<file path="config.mk">
export PLATFORM = sky130hd
export DESIGN_NAME = sd_blk_rx
export DESIGN_NICKNAME = d
export VERILOG_FILES = /design/src/rtl/sd_blk_rx_pkg.sv /design/src/rtl/sd_crc16.sv /design/src/rtl/sd_poll_timer.sv /design/src/rtl/sd_blk_rx.sv
export SDC_FILE = /design/constraint.sdc
export NUM_CORES = 1
export LEC_CHECK = 0
export CORE_ASPECT_RATIO = 0.75
export CORE_MARGIN = 8
export CORE_UTILIZATION = 45
export CTS_CLUSTER_DIAMETER = 60
export DETAILED_ROUTE_END_ITERATION = 10
export GPL_ROUTABILITY_DRIVEN = 0
export PLACE_DENSITY = 0.66
export SYNTH_ARGS = -nofsm -noshare
export SYNTH_HDL_FRONTEND = slang
export SYNTH_SLANG_ARGS = --single-unit
</file>
<file path="constraint.sdc">
create_clock -name clk_i -period 3.58 [get_ports clk_i]
set_input_delay 0.895 -clock clk_i [delete_from_list [all_inputs] [get_ports clk_i]]
set_output_delay 0.895 -clock clk_i [all_outputs]
set_load 0.01 [all_outputs]
</file>
<file path="src/rtl/sd_blk_rx_pkg.sv">
package sd_blk_rx_pkg;

  typedef enum logic [1:0] {
    RX_OK        = 2'd0,
    RX_BAD_TOKEN = 2'd1,
    RX_CRC_ERR   = 2'd2,
    RX_TIMEOUT   = 2'd3
  } rx_status_e;

  typedef enum logic [3:0] {
    S_IDLE,
    S_TOK_REQ,
    S_TOK_WAIT,
    S_PAY_REQ,
    S_PAY_WAIT,
    S_PAY_OUT,
    S_CRC_REQ,
    S_CRC_WAIT,
    S_FINISH
  } rx_state_e;

  localparam logic [7:0] IDLE_BYTE   = 8'hFF;
  localparam logic [7:0] START_TOKEN = 8'hFE;
  localparam logic [15:0] CRC_POLY   = 16'h1021;

  // one byte through the CRC16 shift register, MSB first
  function automatic logic [15:0] crc16_byte(input logic [15:0] c, input logic [7:0] d);
    logic [15:0] r;
    r = c;
    for (int i = 7; i >= 0; i--) begin
      if (r[15] ^ d[i]) r = {r[14:0], 1'b0} ^ CRC_POLY;
      else              r = {r[14:0], 1'b0};
    end
    return r;
  endfunction

endpackage

</file>
<file path="src/rtl/sd_crc16.sv">
module sd_crc16 (
  input  logic        clk_i,
  input  logic        rst_ni,
  input  logic        clr_i,
  input  logic        en_i,
  input  logic [7:0]  byte_i,
  output logic [15:0] crc_o
);
  import sd_blk_rx_pkg::*;

  logic [15:0] crc_q;

  always_ff @(posedge clk_i or negedge rst_ni) begin
    if (!rst_ni)    crc_q <= '0;
    else if (clr_i) crc_q <= '0;
    else if (en_i)  crc_q <= crc16_byte(crc_q, byte_i);
  end

  assign crc_o = crc_q;

  a_r6_clear_to_zero: assert property (@(posedge clk_i) disable iff (!rst_ni)
    clr_i |=> crc_o == 16'h0000);

endmodule

</file>
<file path="src/rtl/sd_poll_timer.sv">
module sd_poll_timer #(
  parameter int unsigned LIMIT = 16
) (
  input  logic clk_i,
  input  logic rst_ni,
  input  logic clr_i,
  input  logic tick_i,
  output logic hit_o
);
  localparam int unsigned TW = (LIMIT < 2) ? 1 : $clog2(LIMIT);

  logic [TW-1:0] cnt_q;

  assign hit_o = tick_i && (cnt_q == TW'(LIMIT - 1));

  always_ff @(posedge clk_i or negedge rst_ni) begin
    if (!rst_ni)                  cnt_q <= '0;
    else if (clr_i)               cnt_q <= '0;
    else if (tick_i && !hit_o)    cnt_q <= cnt_q + 1'b1;
  end

  a_r2_count_bound: assert property (@(posedge clk_i) disable iff (!rst_ni)
    32'(cnt_q) < LIMIT);

endmodule

</file>
<file path="src/rtl/sd_blk_rx.sv">
module sd_blk_rx
  import sd_blk_rx_pkg::*;
#(
  parameter int unsigned CNT_W         = 8,
  parameter int unsigned SIZE_W        = 10,
  parameter int unsigned TIMEOUT_POLLS = 3000000,
  parameter bit          CRC_CHECK     = 1'b1
) (
  input  logic              clk_i,
  input  logic              rst_ni,
  input  logic              start_i,
  input  logic [CNT_W-1:0]  blk_cnt_i,
  input  logic [SIZE_W-1:0] blk_size_i,
  output logic              xfer_req_o,
  output logic [7:0]        xfer_tx_o,
  input  logic              xfer_done_i,
  input  logic [7:0]        xfer_rx_i,
  output logic [7:0]        dat_o,
  output logic              dat_valid_o,
  input  logic              dat_ready_i,
  output logic              done_o,
  output logic [1:0]        status_o
);

  rx_state_e         state_q;
  logic [CNT_W-1:0]  blk_left_q;
  logic [SIZE_W-1:0] size_q;
  logic [SIZE_W-1:0] idx_q;
  logic [7:0]        dat_q;
  logic [7:0]        crc_hi_q;
  logic              crc_sel_q;
  rx_status_e        status_q;

  logic        rx_idle, rx_start;
  logic        poll_tick, poll_clr, poll_hit;
  logic        crc_clr, crc_en;
  logic [15:0] crc_calc;
  logic        crc_bad;

  assign rx_idle  = (xfer_rx_i == IDLE_BYTE);
  assign rx_start = (xfer_rx_i == START_TOKEN);

  assign poll_tick = (state_q == S_TOK_WAIT) && xfer_done_i && rx_idle;
  assign poll_clr  = (state_q == S_IDLE) ||
                     ((state_q == S_TOK_WAIT) && xfer_done_i && !rx_idle);
  assign crc_clr   = (state_q == S_TOK_WAIT) && xfer_done_i && rx_start;
  assign crc_en    = (state_q == S_PAY_WAIT) && xfer_done_i;
  assign crc_bad   = CRC_CHECK && ({crc_hi_q, xfer_rx_i} != crc_calc);

  sd_poll_timer #(.LIMIT(TIMEOUT_POLLS)) u_timer (
    .clk_i  (clk_i),
    .rst_ni (rst_ni),
    .clr_i  (poll_clr),
    .tick_i (poll_tick),
    .hit_o  (poll_hit)
  );

  sd_crc16 u_crc (
    .clk_i  (clk_i),
    .rst_ni (rst_ni),
    .clr_i  (crc_clr),
    .en_i   (crc_en),
    .byte_i (xfer_rx_i),
    .crc_o  (crc_calc)
  );

  always_ff @(posedge clk_i or negedge rst_ni) begin
    if (!rst_ni) begin
      state_q    <= S_IDLE;
      blk_left_q <= '0;
      size_q     <= '0;
      idx_q      <= '0;
      dat_q      <= '0;
      crc_hi_q   <= '0;
      crc_sel_q  <= 1'b0;
      status_q   <= RX_OK;
    end else begin
      unique case (state_q)
        S_IDLE: if (start_i) begin
          size_q     <= blk_size_i;
          blk_left_q <= blk_cnt_i;
          state_q    <= S_TOK_REQ;
        end
        S_TOK_REQ: state_q <= S_TOK_WAIT;
        S_TOK_WAIT: if (xfer_done_i) begin
          if (rx_idle) begin
            if (poll_hit) begin
              status_q <= RX_TIMEOUT;
              state_q  <= S_FINISH;
            end else begin
              state_q  <= S_TOK_REQ;
            end
          end else if (rx_start) begin
            idx_q   <= '0;
            state_q <= S_PAY_REQ;
          end else begin
            status_q <= RX_BAD_TOKEN;
            state_q  <= S_FINISH;
          end
        end
        S_PAY_REQ: state_q <= S_PAY_WAIT;
        S_PAY_WAIT: if (xfer_done_i) begin
          dat_q   <= xfer_rx_i;
          state_q <= S_PAY_OUT;
        end
        S_PAY_OUT: if (dat_ready_i) begin
          if (idx_q == size_q - 1'b1) begin
            crc_sel_q <= 1'b0;
            state_q   <= S_CRC_REQ;
          end else begin
            idx_q   <= idx_q + 1'b1;
            state_q <= S_PAY_REQ;
          end
        end
        S_CRC_REQ: state_q <= S_CRC_WAIT;
        S_CRC_WAIT: if (xfer_done_i) begin
          if (!crc_sel_q) begin
            crc_hi_q  <= xfer_rx_i;
            crc_sel_q <= 1'b1;
            state_q   <= S_CRC_REQ;
          end else if (crc_bad) begin
            status_q <= RX_CRC_ERR;
            state_q  <= S_FINISH;
          end else if (blk_left_q == CNT_W'(1)) begin
            status_q <= RX_OK;
            state_q  <= S_FINISH;
          end else begin
            blk_left_q <= blk_left_q - 1'b1;
            state_q    <= S_TOK_REQ;
          end
        end
        S_FINISH: state_q <= S_IDLE;
        default:  state_q <= S_IDLE;
      endcase
    end
  end

  assign xfer_req_o  = (state_q == S_TOK_REQ) || (state_q == S_PAY_REQ) ||
                       (state_q == S_CRC_REQ);
  assign xfer_tx_o   = IDLE_BYTE;
  assign dat_o       = dat_q;
  assign dat_valid_o = (state_q == S_PAY_OUT);
  assign done_o      = (state_q == S_FINISH);
  assign status_o    = status_q;

  a_r1_single_req: assert property (@(posedge clk_i) disable iff (!rst_ni)
    xfer_req_o |=> !xfer_req_o);

  a_r5_hold_data: assert property (@(posedge clk_i) disable iff (!rst_ni)
    (dat_valid_o && !dat_ready_i) |=> (dat_valid_o && $stable(dat_o)));

  a_r5_no_req_while_valid: assert property (@(posedge clk_i) disable iff (!rst_ni)
    dat_valid_o |-> !xfer_req_o);

  a_r4_idx_in_block: assert property (@(posedge clk_i) disable iff (!rst_ni)
    dat_valid_o |-> (idx_q < size_q));

  a_r8_done_pulse: assert property (@(posedge clk_i) disable iff (!rst_ni)
    done_o |=> !done_o);

  a_r9_size_kept: assert property (@(posedge clk_i) disable iff (!rst_ni)
    (state_q != S_IDLE && start_i) |=> $stable(size_q));

endmodule

</file>
Word level (Yosys, flattened, before mapping)
Cells that the tools add are included.
Operators by class
  equality and inequality tests: 29
  reductions and logical operators: 27
  $add $sub $neg: 4
  bitwise gates (word level): 17
  mux-type cells: 64
Operators by type and width (count)
  16-bit two-way mux: 16
  13-bit two-way mux: 8
  10-bit two-way mux: 5
  22-bit two-way mux: 2
  4-bit two-way mux: 11
  8-bit two-way mux: 5
  4-bit case mux with 8 select lines: 1
  3-bit NOT: 8
  22-bit by 1-bit adder with 22-bit output, second input constant: 1
  22-bit equality test, second input constant: 1
  2-bit inequality test, second input constant: 10
  10-bit case mux with 2 select lines: 1
  4-bit by 3-bit equality test with 1-bit output, second input constant: 4
  8-bit equality test, second input constant: 2
  2-bit two-way mux: 8
  16-bit inequality test: 1
  8-bit case mux with 2 select lines: 1
  6-bit AND reduction: 2
  2-bit nonzero test: 6
  10-bit by 1-bit adder with 10-bit output, second input constant: 1
  10-bit equality test: 1
  10-bit by 1-bit subtractor with 10-bit output, second input constant: 1
  4-bit by 2-bit equality test with 1-bit output, second input constant: 2
  8-bit by 1-bit equality test with 1-bit output, second input constant: 1
  21 further kinds: 42
Word-level totals
  input bits: 31
  bits in registers: 89

Longest topological paths before layout
  depth after elaboration: 32
  mapped depth: 10
  mapped depth without buffers: 9

Cells and area by module
Synthesis repeated with hierarchy kept, for this count alone.
Unflattened totals
  cells, all modules: 556
  area, all modules: 5477.8 um^2
By module, submodules not included
  sd_blk_rx: area each 3215.6 um^2, cells each 348, times used 1
  sd_poll_timer: area each 1218.7 um^2, cells each 129, times used 1
  sd_crc16: area each 1043.5 um^2, cells each 79, times used 1

Least setup slack after synthesis
No wires, ideal clock.
  kind: input-to-reg
  start: input xfer_rx_i[0]
  end: register blk_left_q[4]
  stages on the path: 9
  data arrival time: 2.598 ns
  library setup time: 0.135 ns
  slack: 0.847 ns
  cells stage by stage: clkbuf_1 -> xnor2_1 -> nand4_1 -> nor4_1 -> a31oi_1 -> a21o_1 -> clkbuf_1 -> o21ai_0 -> o21ai_0
Between the ends
  cells in the longest elaborated chain, start to end: 3
RTL lines
  start, declared: line sd_blk_rx.sv:17  | input logic [7:0] xfer_rx_i,
  16-bit inequality test: line sd_blk_rx.sv:48  | assign crc_bad = CRC_CHECK && ({crc_hi_q, xfer_rx_i} != crc_calc);
  2-bit inequality test (no line)
  6-bit AND reduction (no line)
  end signal, assigned: line sd_blk_rx.sv:81  | blk_left_q <= blk_cnt_i;
  end signal, assigned: line sd_blk_rx.sv:128  | blk_left_q <= blk_left_q - 1'b1;
  end, declared: line sd_blk_rx.sv:26  | logic [CNT_W-1:0] blk_left_q;
No other way between the ends.
A chain may end at the register's enable or synchronous reset.

Worst setup path after layout
  start: register size_q[0]
  end: register idx_q[3]
Between the ends
  cells in the longest elaborated chain, start to end: 4
RTL lines
  start, declared: line sd_blk_rx.sv:27  | logic [SIZE_W-1:0] size_q;
  start signal, assigned: line sd_blk_rx.sv:80  | size_q <= blk_size_i;
  10-bit by 1-bit subtractor with 10-bit output: line sd_blk_rx.sv:107  | if (idx_q == size_q - 1'b1) begin
  10-bit equality test: line sd_blk_rx.sv:107
  2-bit inequality test (no line)
  6-bit AND reduction (no line)
  end signal, assigned: line sd_blk_rx.sv:111  | idx_q <= idx_q + 1'b1;
  end, declared: line sd_blk_rx.sv:28  | logic [SIZE_W-1:0] idx_q;
No other way between the ends.

==> flow_metrics.env <==
export IMPL_drc=0
export IMPL_seq_area_frac_synth_pct=44.1
export IMPL_critPathTopFamily="compound AO/OA/AOI/OAI gates"
export IMPL_cts_tree="done"
export IMPL_die_y_um=108
export IMPL_clock_sinks=89
export IMPL_drt_iter0_markers=277
export IMPL_synth_top_flop_cell="dfrtp_1"
export IMPL_numPortBuffers=43
export IMPL_final_core_util_pct=55.0
export IMPL_synth_enable_flop_cells=0
export IMPL_maxSlewViolCount=0
export IMPL_grt_setup_unrepaired="false"
export IMPL_clock_fmax_mhz=316
export IMPL_ant_nets=0
export IMPL_antenna_found_initial=1
export IMPL_synth_area_leaders="dfrtp_1 (44%), xnor2_1 (8.1%), nand2_1 (5.1%), mux2_2 (4.0%), xor2_1 (4.0%)"
export IMPL_antenna_cells=0
export IMPL_maxCapViolations=0
export IMPL_timing_final_crit_share_pct=88.5
export IMPL_cellLeakagePower_uw=0.00250
export IMPL_required_ns=3.84
export IMPL_synthArstFlopShare_pct=100
export IMPL_wl_met1_um=5930
export IMPL_arrival_ns=3.43
export IMPL_ir_drop_v=0.000274
export IMPL_synth_top_cell_area_share_pct=44.1
export IMPL_grt_pass1_wl_um=21000
export IMPL_path_class="reg2reg"
export IMPL_vias=4209
export IMPL_yosysUniqueCellTypes=56
export IMPL_viasPerCell=5.60
export IMPL_yosysWarnings=0
export IMPL_min_period_ns=3.17
export IMPL_wl_met3_um=581
export IMPL_critPathCaptureType="register"
export IMPL_crit_path_start_kind="register"
export IMPL_tightest_slew_ns=0.827
export IMPL_post_cts_setup_buffer_count=0
export IMPL_fin_tns_setup_ns=0
export IMPL_dr_max_layer_used="met5"
export IMPL_insertion_delay_ns=0.34
export IMPL_fin_nets=643
export IMPL_firstDrtPassIters=4
export IMPL_layout_drive_gt1_share_pct=9.97
export IMPL_fin_area_um2=6020
export IMPL_coreArea_um2=10900
export IMPL_post_cts_resized=0
export IMPL_cts_clk_slew_worst_paths_ns=0.07
export IMPL_area_delta_synth_final_pct=19.2
export IMPL_worstPathMaxFanout=19
export IMPL_cts_root_buf="clkbuf_16"
export IMPL_met2_length_um=5520
export IMPL_status="finished, final reports clean"
export IMPL_die_width_um=138
export IMPL_row_count=33
export IMPL_dp_hpwl_um=8870
export IMPL_synth_cells=556
export IMPL_slowest_delay_ns=0.71
export IMPL_dieArea_um2=14900
export IMPL_initial_core_util_pct=46.2
export IMPL_dpl_cell_area_um2=5690
export IMPL_maxSlewHeadroom_pct=44.1
export IMPL_cp_cell_sequence="inv_1 -> ha_1 -> nor4b_1 -> o311ai_1 -> o31ai_1 -> o32ai_2 -> o21ai_2 -> o21ai_0 -> a21oi_1"
export IMPL_cts_hold_buf=0
export IMPL_grt_ovfl_total=0
export IMPL_crit_buf_inv=1
export IMPL_grt_pass1_vias=4232
export IMPL_setup_viol=0
export IMPL_yosys_area_top_type="dfrtp_1"
export IMPL_ios=52
export IMPL_hold_viol_final=0
export IMPL_clockBufferDepth=2
export IMPL_cp_slowest_cell="nor4b_1"
export IMPL_post_synth_cell_area_avg_um2=9.09
export IMPL_ys_ff_latch=89
export IMPL_grt_util_all_layers_pct=16.9
export IMPL_grt_start_max_net_pins=59
export IMPL_wire_per_inst_um=16.2
export IMPL_cts_htree_levels=3
export IMPL_syn_area_um2=5050
export IMPL_powerDensity_nw_per_um2=723
export IMPL_clock_skew_ns=0.00803
export IMPL_hold_class="reg2reg"
export IMPL_cts_buffers=9
export IMPL_drt_wl_total_um=12200
## power by group
group	internal, µW	total (µW)	switching, µW
Clock	632	1030	402
Combinational	821	1660	841
Sequential	1310	1660	345
Total	2770	4350	1590
## kinds of logic after synthesis
family	count (synthesis)	share of synthesized area, %
xor+xnor	70	12.1
simple gates	221	21.1
buf+inv	45	4.11
mux	20	4.41
fa+ha+maj	5	1.24
compound gates	105	12.8
other cells	1	0.0742
flops	89	44.1
## Yosys cell counts (3+ instances only)
| cell type | instances |
|---|---|
| nor4_1 | 3 |
| nor3_1 | 13 |
| nand3_1 | 30 |
| ha_1 | 5 |
| o31ai_1 | 5 |
| a211oi_1 | 3 |
| nor2_1 | 48 |
| o21ai_0 | 38 |
| nand2_1 | 69 |
| and3_1 | 4 |
| or3_1 | 8 |
| a21o_1 | 5 |
| inv_1 | 14 |
| nand2b_1 | 3 |
| buf_4 | 8 |
| or4_1 | 6 |
| nor2b_1 | 3 |
| nand4_1 | 19 |
| clkbuf_1 | 19 |
| xnor2_1 | 47 |
| mux2_2 | 18 |
| dfrtp_1 | 89 |
| o211ai_1 | 3 |
| and2_1 | 3 |
| a21oi_1 | 28 |
| xor2_1 | 23 |
## registers in the layout, indices dropped and copies added (netlist names)
name and count:
blk_left_q 8, crc_hi_q 8, crc_sel_q 1, dat_o 8, idx_q 10, size_q 10, state_q 4, status_o 2
u_crc.crc_o 16, u_timer.cnt_q 22
## worst paths after layout
kind                                  startpoint                      endpoint  slack, ns  cells after the start
max reg2reg                size_q[0]$_DFFE_PN0P_          idx_q[3]$_DFFE_PN0P_       0.41                      9
min                         dat_o[3]$_DFFE_PN0P_          dat_o[3]$_DFFE_PN0P_       0.48                      2
max in group asynchronous                 rst_ni  u_timer.cnt_q[3]$_DFFE_PN0P_       2.23                      2
min reg2reg                 dat_o[3]$_DFFE_PN0P_          dat_o[3]$_DFFE_PN0P_       0.48                      2
max                        size_q[0]$_DFFE_PN0P_          idx_q[3]$_DFFE_PN0P_       0.41                      9
min in group asynchronous                 rst_ni       crc_hi_q[5]$_DFFE_PN0P_       0.61                      1
## layer usage
layer / GRT usage [%] / vias up
li1: - / 2043
met1: 22.4 / 2057
met2: 26.7 / 93
met3: 4.32 / 14
met4: 5.34 / 2
met5: 0 / -
## final cells by class
type / count / area, µm²
Clock buffer: 10 / 239
Clock inverter: 6 / 91.3
Timing Repair Buffer: 64 / 586
Tap cell: 140 / 175
Inverter: 14 / 52.6
Fill cell: 964 / 4920
Multi-Input combinational cell: 429 / 2650
Sequential cell: 89 / 2230
## through the flow
stage / setup WS, ns / hold slack, ns / power [µW] / instances
3_5_place_dp: 0.289 / 0.465 / 3330 / 736
6_report: 0.413 / 0.479 / 4350 / 752
3_3_place_gp: 0.328 / 0.462 / 3260 / 736
2_1_floorplan: 0.847 / 0.471 / 2800 / 563
4_1_cts: 0.416 / 0.482 / 4380 / 752
5_1_grt: 0.154 / 0.510 / 4680 / 752
## cells in the final DEF (no fill, tap or decap), drive strengths merged, types with 3 or more instances in the layout
cell type | Yosys | final
and2 | 4 | 4
xor2 | 23 | 23
or3 | 8 | 8
o21ai | 39 | 39
clkdlybuf4s50 | 0 | 42
nand2 | 69 | 69
nor3 | 13 | 13
ha | 5 | 5
and3 | 4 | 4
or4 | 6 | 6
mux2 | 18 | 18
a21o | 5 | 5
o211ai | 3 | 3
clkinvlp | 0 | 3
clkbuf | 19 | 10
a211oi | 3 | 3
buf | 12 | 22
nand2b | 3 | 3
nand3 | 30 | 30
nor2 | 48 | 48
a21oi | 28 | 28
nor4 | 3 | 3
nand4 | 19 | 19
conb | 1 | 8
o311ai | 3 | 3
o31ai | 5 | 5
inv | 14 | 14
nor2b | 3 | 3
dfrtp | 89 | 89
xnor2 | 47 | 47
## worst min-delay path, cell delays in order (launching register included)
cell	delay, ns
dfrtp_1	0.34
nand2_1	0.05
nand2_1	0.06
Note: power is estimated with default switching activity, not from simulation.
